**src/rtl/alc_step_pkg.sv**
```systemverilog
package alc_step_pkg;
  typedef struct packed {
    logic       rcv2_short;
    logic [1:0] zc_code;
    logic [1:0] rcv_code;
    logic [1:0] lim_code;
  } tmr_cfg_t;

  localparam int N_CH  = 3;
  localparam int CH_LIM  = 0;
  localparam int CH_RCV  = 1;
  localparam int CH_RCV2 = 2;
endpackage

```
**src/rtl/alc_step_regs.sv**
```systemverilog
module alc_step_regs
  import alc_step_pkg::*;
(
  input  logic       clk_i,
  input  logic       rst_ni,
  input  logic       we_i,
  input  logic [7:0] wdata_i,
  output logic [7:0] rdata_o,
  output logic [1:0] lim_code_o,
  output logic [1:0] rcv_code_o,
  output logic       rcv2_short_o
);
  tmr_cfg_t cfg_q;

  always_ff @(posedge clk_i or negedge rst_ni) begin
    if (!rst_ni)   cfg_q <= '0;
    else if (we_i) cfg_q <= tmr_cfg_t'(wdata_i[6:0]);
  end

  assign rdata_o      = {1'b0, cfg_q};
  assign lim_code_o   = cfg_q.lim_code;
  assign rcv_code_o   = cfg_q.rcv_code;
  assign rcv2_short_o = cfg_q.rcv2_short;
endmodule

```
**src/rtl/alc_step_cnt.sv**
```systemverilog
module alc_step_cnt #(
  parameter int CW      = 13,
  parameter int RST_VAL = 1
) (
  input  logic          clk_i,
  input  logic          rst_ni,
  input  logic          load_i,
  input  logic          en_i,
  input  logic [CW-1:0] reload_i,
  output logic          stb_o
);
  logic [CW-1:0] cnt_q;

  // load wins over an expiry in the same cycle
  always_ff @(posedge clk_i or negedge rst_ni) begin
    if (!rst_ni) begin
      cnt_q <= CW'(RST_VAL);
      stb_o <= 1'b0;
    end else begin
      stb_o <= 1'b0;
      if (load_i) begin
        cnt_q <= reload_i;
      end else if (en_i) begin
        if (cnt_q <= CW'(1)) begin
          stb_o <= 1'b1;
          cnt_q <= reload_i;
        end else begin
          cnt_q <= cnt_q - CW'(1);
        end
      end
    end
  end
endmodule

```
**src/rtl/alc_step_timer.sv**
```systemverilog
module alc_step_timer
  import alc_step_pkg::*;
#(
  parameter int LIM_BASE   = 1,
  parameter int RCV_BASE   = 256,
  parameter int RCV2_LONG  = 4096,
  parameter int RCV2_SHORT = 1024
) (
  input  logic       clk_i,
  input  logic       rst_ni,
  input  logic       tick_i,
  input  logic       lim_evt_i,
  input  logic       reg_we_i,
  input  logic [7:0] reg_wdata_i,
  output logic [7:0] reg_rdata_o,
  output logic       lim_step_o,
  output logic       rcv_step_o,
  output logic       rcv2_step_o
);
  localparam int LIM_MAX = LIM_BASE << 3;
  localparam int RCV_MAX = RCV_BASE << 3;
  localparam int MAX_A   = (LIM_MAX > RCV_MAX) ? LIM_MAX : RCV_MAX;
  localparam int MAX_V   = (MAX_A > RCV2_LONG) ? MAX_A : RCV2_LONG;
  localparam int CW      = $clog2(MAX_V + 1);

  logic [1:0] lim_code, rcv_code;
  logic       rcv2_short;
  logic       evt_q;

  logic [N_CH-1:0] load, en, stb;
  logic [CW-1:0]   reload [N_CH];

  alc_step_regs u_regs (
    .clk_i        (clk_i),
    .rst_ni       (rst_ni),
    .we_i         (reg_we_i),
    .wdata_i      (reg_wdata_i),
    .rdata_o      (reg_rdata_o),
    .lim_code_o   (lim_code),
    .rcv_code_o   (rcv_code),
    .rcv2_short_o (rcv2_short)
  );

  always_ff @(posedge clk_i or negedge rst_ni) begin
    if (!rst_ni) evt_q <= 1'b0;
    else         evt_q <= lim_evt_i;
  end

  always_comb begin
    load[CH_LIM]    = lim_evt_i & ~evt_q;
    en[CH_LIM]      = tick_i & lim_evt_i;
    reload[CH_LIM]  = CW'(LIM_BASE) << lim_code;
    load[CH_RCV]    = lim_evt_i;
    en[CH_RCV]      = tick_i & ~lim_evt_i;
    reload[CH_RCV]  = CW'(RCV_BASE) << rcv_code;
    load[CH_RCV2]   = 1'b0;
    en[CH_RCV2]     = tick_i;
    reload[CH_RCV2] = rcv2_short ? CW'(RCV2_SHORT) : CW'(RCV2_LONG);
  end

  for (genvar i = 0; i < N_CH; i++) begin : g_ch
    localparam int RV = (i == CH_LIM) ? LIM_BASE :
                        (i == CH_RCV) ? RCV_BASE : RCV2_LONG;
    alc_step_cnt #(.CW(CW), .RST_VAL(RV)) u_cnt (
      .clk_i    (clk_i),
      .rst_ni   (rst_ni),
      .load_i   (load[i]),
      .en_i     (en[i]),
      .reload_i (reload[i]),
      .stb_o    (stb[i])
    );
  end

  assign lim_step_o  = stb[CH_LIM];
  assign rcv_step_o  = stb[CH_RCV];
  assign rcv2_step_o = stb[CH_RCV2];
endmodule

```
**config.mk**
```make
export PLATFORM = sky130hd
export DESIGN_NAME = alc_step_timer
export DESIGN_NICKNAME = d
export VERILOG_FILES = /design/src/rtl/alc_step_pkg.sv /design/src/rtl/alc_step_regs.sv /design/src/rtl/alc_step_cnt.sv /design/src/rtl/alc_step_timer.sv
export SDC_FILE = /design/constraint.sdc
export NUM_CORES = 1
export LEC_CHECK = 0
export BUFFER_PORTS_ARGS = -buffer_cell sky130_fd_sc_hd__buf_2
export CAP_MARGIN = 5
export CORE_ASPECT_RATIO = 0.6
export CORE_MARGIN = 3
export CORE_UTILIZATION = 60
export DETAILED_ROUTE_END_ITERATION = 10
export MAX_ROUTING_LAYER = met4
export PLACE_DENSITY = 0.8
export SYNTH_ARGS = -nofsm -noshare
export SYNTH_HDL_FRONTEND = slang
export SYNTH_SLANG_ARGS = --single-unit
```
**constraint.sdc**
```tcl
create_clock -name clk_i -period 2.52 [get_ports clk_i]
set_clock_uncertainty 0.05 [all_clocks]
set_input_delay 0.63 -clock clk_i [delete_from_list [all_inputs] [get_ports clk_i]]
set_output_delay 0.63 -clock clk_i [all_outputs]
set_load 0.1 [all_outputs]
```
# Yosys cells after proc, flatten, opt, wreduce, memory -nomap -nowiden
# Index checks and enable logic that the tools add are counted.
dict set report word_totals {
  ff_bits 50
  inputBits 13
  wordCells 42
  output_inout_bits 11
}
dict set report classes {
  addsub 3
  order_cmp 3
  n_reduce_logical 2
  shift 2
  muxes 16
  bitwise 5
}
# cell n
set ops {}
lappend ops {{13-bit two-way mux} 8}
lappend ops {{13-bit by 1-bit <= comparator with 1-bit output (second input constant)} 3}
lappend ops {{13-bit by 1-bit subtractor with 13-bit output (second input constant)} 3}
lappend ops {{1-bit by 2-bit left shift with 13-bit output (first input constant)} 1}
lappend ops {{9-bit by 2-bit left shift with 13-bit output (first input constant)} 1}
lappend ops {{1-bit two-way mux} 8}
lappend ops {{2-bit nonzero test} 2}
lappend ops {{1-bit bitwise AND} 3}
lappend ops {{1-bit NOT} 2}

# Longest topological paths before layout
# Gate-level depths: netlist of run 1.
dict set report depth {
  word_depth 4
  mapped_depth 7
  ltp_nobuf 6
}

# By module
# Synthesis of run 1 repeated with hierarchy kept, for this count alone.
dict set report hier_totals {
  cells_unflattened 351
  hier_area_um2 3195.6
}
# mod n_inst area_per_inst_um2 cells_per_inst seq_area_each_um2
set by_module_without_submodules {}
lappend by_module_without_submodules {alc_step_cnt 3 919.6 105 351.6}
lappend by_module_without_submodules {alc_step_regs 1 340.3 22 175.2}
lappend by_module_without_submodules {alc_step_timer 1 96.3 14 25.0}

# Worst setup path before layout of run 1
# Ideal clock, no wire load.
dict set report synth_timing {
  path_type {register to register}
  from {register g_ch[0].u_cnt.cnt_q[1]}
  to {register g_ch[0].u_cnt.cnt_q[12]}
  synth_period_minus_slack_ps 1841
  path_buffers 0
  arrival_time_ps 1709
  setup_time_ps 82
  required_time_ps 2388
  path_stages_with_launch 7
  slack_ps 679
  path_cell_list {dfrtp_1 -> inv_1 -> ha_1 -> or4b_4 -> a311oi_2 -> a31oi_1 -> a31oi_1}
}
dict set report synth_via {
  elab_chain_len 4
  elab_cells_between_ends 5
  cone_classes {add/sub (1); order compare (1); mux (3)}
}
# item line_no
set synth_rtl {}
lappend synth_rtl {{start: declaration} alc_step_cnt.sv:12} ;# logic [CW-1:0] cnt_q;
lappend synth_rtl {{start signal: assignment} alc_step_cnt.sv:17} ;# cnt_q <= CW'(RST_VAL);
lappend synth_rtl {{start signal: assignment} alc_step_cnt.sv:22} ;# cnt_q <= reload_i;
lappend synth_rtl {{start signal: assignment} alc_step_cnt.sv:26} ;# cnt_q <= reload_i;
lappend synth_rtl {{13-bit by 1-bit subtractor with 13-bit output / 13-bit by 1-bit <= comparator with 1-bit output (equally long branches)} {alc_step_cnt.sv:28, alc_step_cnt.sv:24}}
lappend synth_rtl {{13-bit two-way mux (*)} alc_step_cnt.sv:24} ;# if (cnt_q <= CW'(1)) begin
lappend synth_rtl {{13-bit two-way mux (*)} alc_step_cnt.sv:23} ;# end else if (en_i) begin
lappend synth_rtl {{13-bit two-way mux (*)} alc_step_cnt.sv:21} ;# if (load_i) begin
# Mark *: on every way between the ends. The rest lies on a longest branch, timed or not. The select of a mux whose other input is x is not followed.
# A chain may end at the register's enable or synchronous reset.

# Final worst setup path of run 1
# Same ends and word-level chain as after synthesis.

==> impl_metrics.env, run 1 <==
export IMPL_ys_flop_type="dfrtp_1"
export IMPL_layout_drive_gt1_share=0.180
export IMPL_nets=346
export IMPL_outcome="finished, final reports clean"
export IMPL_dieArea_mm2=0.00576
export IMPL_drc_errors=0
export IMPL_endpoint_kind="flip-flop"
export IMPL_timing_hold_violations_final=0
export IMPL_max_cap_violations=0
export IMPL_fin_util=0.724
export IMPL_grt_setup_unrepaired="no"
export IMPL_area_growth_pct=9.01
export IMPL_clkSinkCount=50
export IMPL_place_hpwl_um=4700
export IMPL_grt_max_degree=51
export IMPL_clockBufferDepth=2
export IMPL_crit_fanout=5
export IMPL_htreeDepth=2
export IMPL_yosys_area_top_type="dfrtp_1"
export IMPL_via_count=2513
export IMPL_crit_type="flip-flop to flip-flop"
export IMPL_die_y_um=60.0
export IMPL_yosysUniqueCellTypes=65
export IMPL_synth_nets=325
export IMPL_worst_slew_pin_slew_ps=748
export IMPL_post_cts_setup_buffers=0
export IMPL_synthTopCellsByCount="47 x dfrtp_1, 29 x nand2_1, 26 x nor2_1, 14 x inv_1, 13 x nand3_1"
export IMPL_cp_arrival_ps=2370
export IMPL_fin_crit_ps=2200
export IMPL_async_reset_ff_frac=1.00
export IMPL_max_slew_margin=0.499
export IMPL_wl_per_cell_um=17.1
export IMPL_grt_pass1_wl_um=11300
export IMPL_ys_seq_area_frac=0.430
export IMPL_min_path_type="primary input to asynchronous set/reset pin"
export IMPL_ff2ff_path_depth=6
export IMPL_antennaDiodeCount=0
export IMPL_postCtsHoldBufs=0
export IMPL_synth_seq_cells=50
export IMPL_track_usage=0.265
export IMPL_vias_per_cell=6.48
export IMPL_setup_tns_ps=0
export IMPL_postSynthAreaPerCell_um2=9.54
export IMPL_core_mm2=0.00439
export IMPL_synth_area_leaders="dfrtp_1 40%, nand2_1 3.7%, nor2_1 3.3%, dfstp_2 2.7%, mux2_2 2.7%"
export IMPL_ir_worst_vdd_v=0.000639
export IMPL_syn_cell_area_mm2=0.00292
export IMPL_numCtsBuffers=5
export IMPL_maxSlewViolCount=0
export IMPL_fmax_mhz=455
export IMPL_clk_pin_slew_worst_paths_ps=90
export IMPL_ioPinCount=24
export IMPL_synth_edf_count=0
export IMPL_first_pass_iters=5
export IMPL_yosys_cell_count_top_type="dfrtp_1"
export IMPL_clockRootBuffer="clkbuf_8"
export IMPL_yosys_warnings=0
export IMPL_n_fill_cell=335
export IMPL_setup_viol=0
export IMPL_period_share=0.872
export IMPL_required_ps=2700
export IMPL_wl_um=6630
export IMPL_synth_top_area_share=0.403
export IMPL_die_x_um=96.0
export IMPL_cts_repair_resized=0
export IMPL_overflow=0
export IMPL_p_leak_nw=1.32
export IMPL_grt_antenna_before_repair=0
export IMPL_grt_pass1_vias=2251
export IMPL_r2r_slack_ps=320
export IMPL_first_iter_violations=221
export IMPL_antenna_left=0
export IMPL_clk_latency_ps=310
export IMPL_start_util=0.664
export IMPL_cts_tree="done"
export IMPL_port_buffers=21
export IMPL_place_gp_congestion=0.903
export IMPL_syn_inst=306
export IMPL_setup_worst_path_start_class="flip-flop"
export IMPL_rows=18
export IMPL_powerDensity_mw_per_mm2=986
## critical path: stages (launching register included)
cell and delay (ps):
dfrtp_1 440, inv_1 100, ha_1 230, or4b_4 540, a311oi_2 440, a31oi_1 140, a31oi_1 180
## final cells by class
class	instances	area, um^2	area share
Timing Repair Buffer	29	165	0.0519
Inverter	15	56.3	0.0177
Multi-Input combinational cell	226	1520	0.479
Tap cell	60	75.1	0.0236
Sequential cell	50	1250	0.395
Clock buffer	7	76.3	0.0240
Clock inverter	1	30.0	0.00944
## sequential cells by signal, summed over array words and instances (netlist names)
name	cells
evt_q	1
g_ch.u_cnt.cnt_q	39
g_ch.u_cnt.stb_o	3
u_regs.lim_code_o	2
u_regs.rcv2_short_o	1
u_regs.rcv_code_o	2
u_regs.rdata_o	2
## per-stage QoR
step | setup WS [ps] | area [um^2] | hold WS, ps | instances | power (W)
after detailed placement | 390 | 3070 | 424 | 380 | 0.00256
after global placement | 467 | 3070 | 416 | 380 | 0.00250
after CTS | 345 | 3180 | 389 | 388 | 0.00313
final | 324 | 3180 | 351 | 388 | 0.00314
after global routing | 212 | 3180 | 417 | 388 | 0.00336
after floorplan | 679 | 2920 | 284 | 306 | 0.00227
## cell families (layout without fill, tap and decap cells)
| logic type | count (synthesis) | count (layout) | share of synthesized area |
|---|---|---|---|
| other | 1 | 1 | 0.00129 |
| flip-flops | 50 | 50 | 0.430 |
| buffers and inverters | 30 | 52 | 0.0480 |
| AND/OR/NAND/NOR | 131 | 131 | 0.260 |
| multiplexers | 7 | 7 | 0.0270 |
| XOR/XNOR | 5 | 5 | 0.0150 |
| AO/OA/AOI/OAI | 76 | 76 | 0.193 |
| adder cells (fa/ha/maj) | 6 | 6 | 0.0257 |
## routing by layer
metal / vias up / wire length [um] / global-route usage
li1: 1197 / - / -
met2: 107 / 2850 / 0.361
met1: 1203 / 3260 / 0.395
met3: 6 / 443 / 0.0516
met5: - / 0 / -
met4: 0 / 75 / 0.0789
## worst paths after layout
check / start / endpoint
setup / recovery: g_ch[0].u_cnt.cnt_q[1]$_DFFE_PN0P_ / g_ch[0].u_cnt.cnt_q[12]$_DFFE_PN0P_
hold / removal: rst_ni / g_ch[0].u_cnt.cnt_q[12]$_DFFE_PN0P_
setup reg to reg: g_ch[0].u_cnt.cnt_q[1]$_DFFE_PN0P_ / g_ch[0].u_cnt.cnt_q[12]$_DFFE_PN0P_
hold reg to reg: g_ch[2].u_cnt.cnt_q[9]$_DFFE_PN0P_ / g_ch[2].u_cnt.cnt_q[9]$_DFFE_PN0P_
max in group asynchronous: rst_ni / g_ch[1].u_cnt.cnt_q[1]$_DFFE_PN0P_
min in group clk_i: g_ch[2].u_cnt.cnt_q[9]$_DFFE_PN0P_ / g_ch[2].u_cnt.cnt_q[9]$_DFFE_PN0P_
## cells in the final DEF, fill, tap and decap left out, types with 5 or more instances in the layout
master    instances
o211ai_1          8
nor2_1           26
xor2_1            5
o21ai_0          11
clkbuf_8          5
inv_1            14
nand3_1          13
dfrtp_1          47
o31ai_1           5
nand2_1          29
nand4_1           8
nor3b_1           5
buf_2            21
mux2_2            7
a31oi_1          11
buf_4             8
a21oi_1           6
nor3_1           11
o221ai_1          5
ha_1              6
## report_power, final
| part | switching (W) | total (W) | internal, W |
|---|---|---|---|
| logic | 0.000719 | 0.00120 | 0.000477 |
| registers | 0.000339 | 0.00138 | 0.00104 |
| clock network | 0.000264 | 0.000561 | 0.000297 |
Power figures use the tool's default switching activity.
==> inputs of run 2 (changes only) <==
--- a/config.mk
+++ b/config.mk
@@ -9,10 +9,10 @@
 export CAP_MARGIN = 5
 export CORE_ASPECT_RATIO = 0.6
 export CORE_MARGIN = 3
-export CORE_UTILIZATION = 60
+export CORE_UTILIZATION = 64
 export DETAILED_ROUTE_END_ITERATION = 10
 export MAX_ROUTING_LAYER = met4
-export PLACE_DENSITY = 0.8
+export PLACE_DENSITY_LB_ADDON = 0.12
 export SYNTH_ARGS = -nofsm -noshare
 export SYNTH_HDL_FRONTEND = slang
 export SYNTH_SLANG_ARGS = --single-unit
==> constraint.sdc (replaced) <==
create_clock -name clk_i -period 2.7 [get_ports clk_i]
set_clock_uncertainty 0.05 [all_clocks]
set_input_delay 0.675 -clock clk_i [delete_from_list [all_inputs] [get_ports clk_i]]
set_output_delay 0.675 -clock clk_i [all_outputs]
set_load 0.1 [all_outputs]
==> run 2 against run 1 <==
Cell area is essentially flat. First-iteration DRC count shrank 4.1%. Register-to-register slack gained 200 ps. Fmax grew 0.86%. Largest power group unchanged. Utilization grew 2.4 points. Wire length shrank 1.5%. Sequential power shrank 6%. Sequential share of layout area is essentially flat. Highest routed layer unchanged. Total power shrank 6.4%. Die area shrank 5.7%.
==> impl_metrics.env, run 2 (synthesis results as in run 1) <==
export IMPL_ioPinCount=24
export IMPL_wl_per_cell_um=16.8
export IMPL_drc_errors=0
export IMPL_wl_um=6530
export IMPL_nets=346
export IMPL_postCtsHoldBufs=0
export IMPL_mostFrequentLayoutCell="dfrtp_1"
export IMPL_register_area_mm2=0.00125
export IMPL_outcome="finished, final reports clean"
export IMPL_overflow=0
export IMPL_clk_latency_ps=310
export IMPL_period_share=0.807
export IMPL_setup_viol=0
export IMPL_start_util=0.685
export IMPL_numCtsBuffers=5
export IMPL_worst_slew_pin_slew_ps=731
export IMPL_maxSlewViolCount=0
export IMPL_multi_input_area_mm2=0.00152
export IMPL_antennaDiodeCount=0
export IMPL_antenna_left=0
export IMPL_fin_util=0.748
export IMPL_rows=18
export IMPL_crit_type="flip-flop to flip-flop"
export IMPL_place_gp_congestion=0.977
export IMPL_critPathLaunch="g_ch[0].u_cnt.cnt_q[5]$_DFFE_PN0P_"
export IMPL_grt_antenna_before_repair=0
export IMPL_area_growth_pct=9.09
export IMPL_place_hpwl_um=4580
export IMPL_top_regs="g_ch.u_cnt.cnt_q x39, g_ch.u_cnt.stb_o x3"
export IMPL_port_buffers=21
export IMPL_endpoint_kind="flip-flop"
export IMPL_post_cts_setup_buffers=0
export IMPL_grt_pass1_wl_um=11100
export IMPL_via_count=2527
export IMPL_grt_setup_unrepaired="no"
export IMPL_layout_drive_gt1_share=0.186
export IMPL_max_slew_margin=0.511
export IMPL_core_mm2=0.00426
export IMPL_grt_max_degree=51
export IMPL_ff2ff_path_depth=5
export IMPL_ir_worst_vdd_v=0.000492
export IMPL_fin_crit_ps=2180
export IMPL_r2r_end="g_ch[0].u_cnt.cnt_q[4]$_DFFE_PN0P_"
export IMPL_grt_pass1_vias=2210
export IMPL_powerDensity_mw_per_mm2=922
export IMPL_timing_hold_violations_final=0
export IMPL_largest_reg_flops=39
export IMPL_cts_tree="done"
export IMPL_worst_r2r_startpoint="g_ch[0].u_cnt.cnt_q[5]$_DFFE_PN0P_"
export IMPL_vias_per_cell=6.51
export IMPL_fmax_mhz=459
export IMPL_first_pass_iters=5
export IMPL_die_x_um=93.2
export IMPL_clockBufferDepth=2
export IMPL_setup_worst_path_start_class="flip-flop"
export IMPL_htreeDepth=2
export IMPL_required_ps=2840
export IMPL_setup_tns_ps=0
export IMPL_die_y_um=58.3
export IMPL_r2r_slack_ps=520
export IMPL_clkSinkCount=50
export IMPL_clk_pin_slew_worst_paths_ps=90
export IMPL_clockRootBuffer="clkbuf_8"
export IMPL_max_cap_violations=0
export IMPL_endpoint="g_ch[0].u_cnt.cnt_q[4]$_DFFE_PN0P_"
export IMPL_track_usage=0.267
export IMPL_dieArea_mm2=0.00543
export IMPL_p_leak_nw=1.33
export IMPL_n_fill_cell=289
export IMPL_min_path_type="primary input to asynchronous set/reset pin"
export IMPL_cts_repair_resized=0
export IMPL_layout_common_cells="47 x dfrtp_1, 29 x nand2_1, 26 x nor2_1"
export IMPL_crit_fanout=15
export IMPL_top_register="g_ch.u_cnt.cnt_q"
export IMPL_cp_arrival_ps=2320
export IMPL_first_iter_violations=212
==> run 2: worst max-delay path, stage by stage (launching register included) <==
cell and delay, ps:
dfrtp_1 490, nor4_4 490, nand4_2 410, buf_4 310, a311oi_1 220, nor2_1 80
==> run 2: stage by stage <==
stage                     hold WS (ps)  area, um^2  total power, W  cells  setup slack, ps
after floorplan                    329        2920         0.00212    306              830
after global placement             414        3070         0.00233    380              594
after detailed placement           423        3070         0.00239    380              546
after CTS                          432        3180         0.00292    388              537
after global routing               454        3180         0.00313    388              368
final                              399        3180         0.00294    388              522
==> run 2: cell type report <==
type | instances | area share
clock inverter | 3 | 0.0126
inverter | 15 | 0.0177
sequential | 50 | 0.394
clock buffer | 5 | 0.0216
timing repair buffer | 29 | 0.0519
tap | 60 | 0.0236
multi-input combinational | 226 | 0.478
==> run 2: worst min path at each step <==
| stage | to | slack [ps] |
|---|---|---|
| after floorplan | evt_q$_DFF_PN0_ | 330 |
| after global placement | g_ch[2].u_cnt.cnt_q[9]$_DFFE_PN0P_ | 410 |
| after detailed placement | g_ch[2].u_cnt.cnt_q[9]$_DFFE_PN0P_ | 420 |
| after CTS | g_ch[0].u_cnt.cnt_q[10]$_DFFE_PN0P_ | 430 |
| after global routing | g_ch[0].u_cnt.cnt_q[10]$_DFFE_PN0P_ | 450 |
| final | g_ch[0].u_cnt.cnt_q[10]$_DFFE_PN0P_ | 400 |
==> run 2: routing by layer <==
metal,wire [um],global-route usage,vias to the layer above
li1,-,-,1196
met1,3140,0.399,1201
met2,2760,0.371,117
met3,528,0.0524,13
met4,104,0.0752,0
met5,0,-,-
==> run 2: power by group <==
part           internal, W  total (W)  switching, W
Clock             0.000273   0.000522      0.000249
Combinational     0.000444    0.00111      0.000666
Sequential        0.000971    0.00130      0.000333
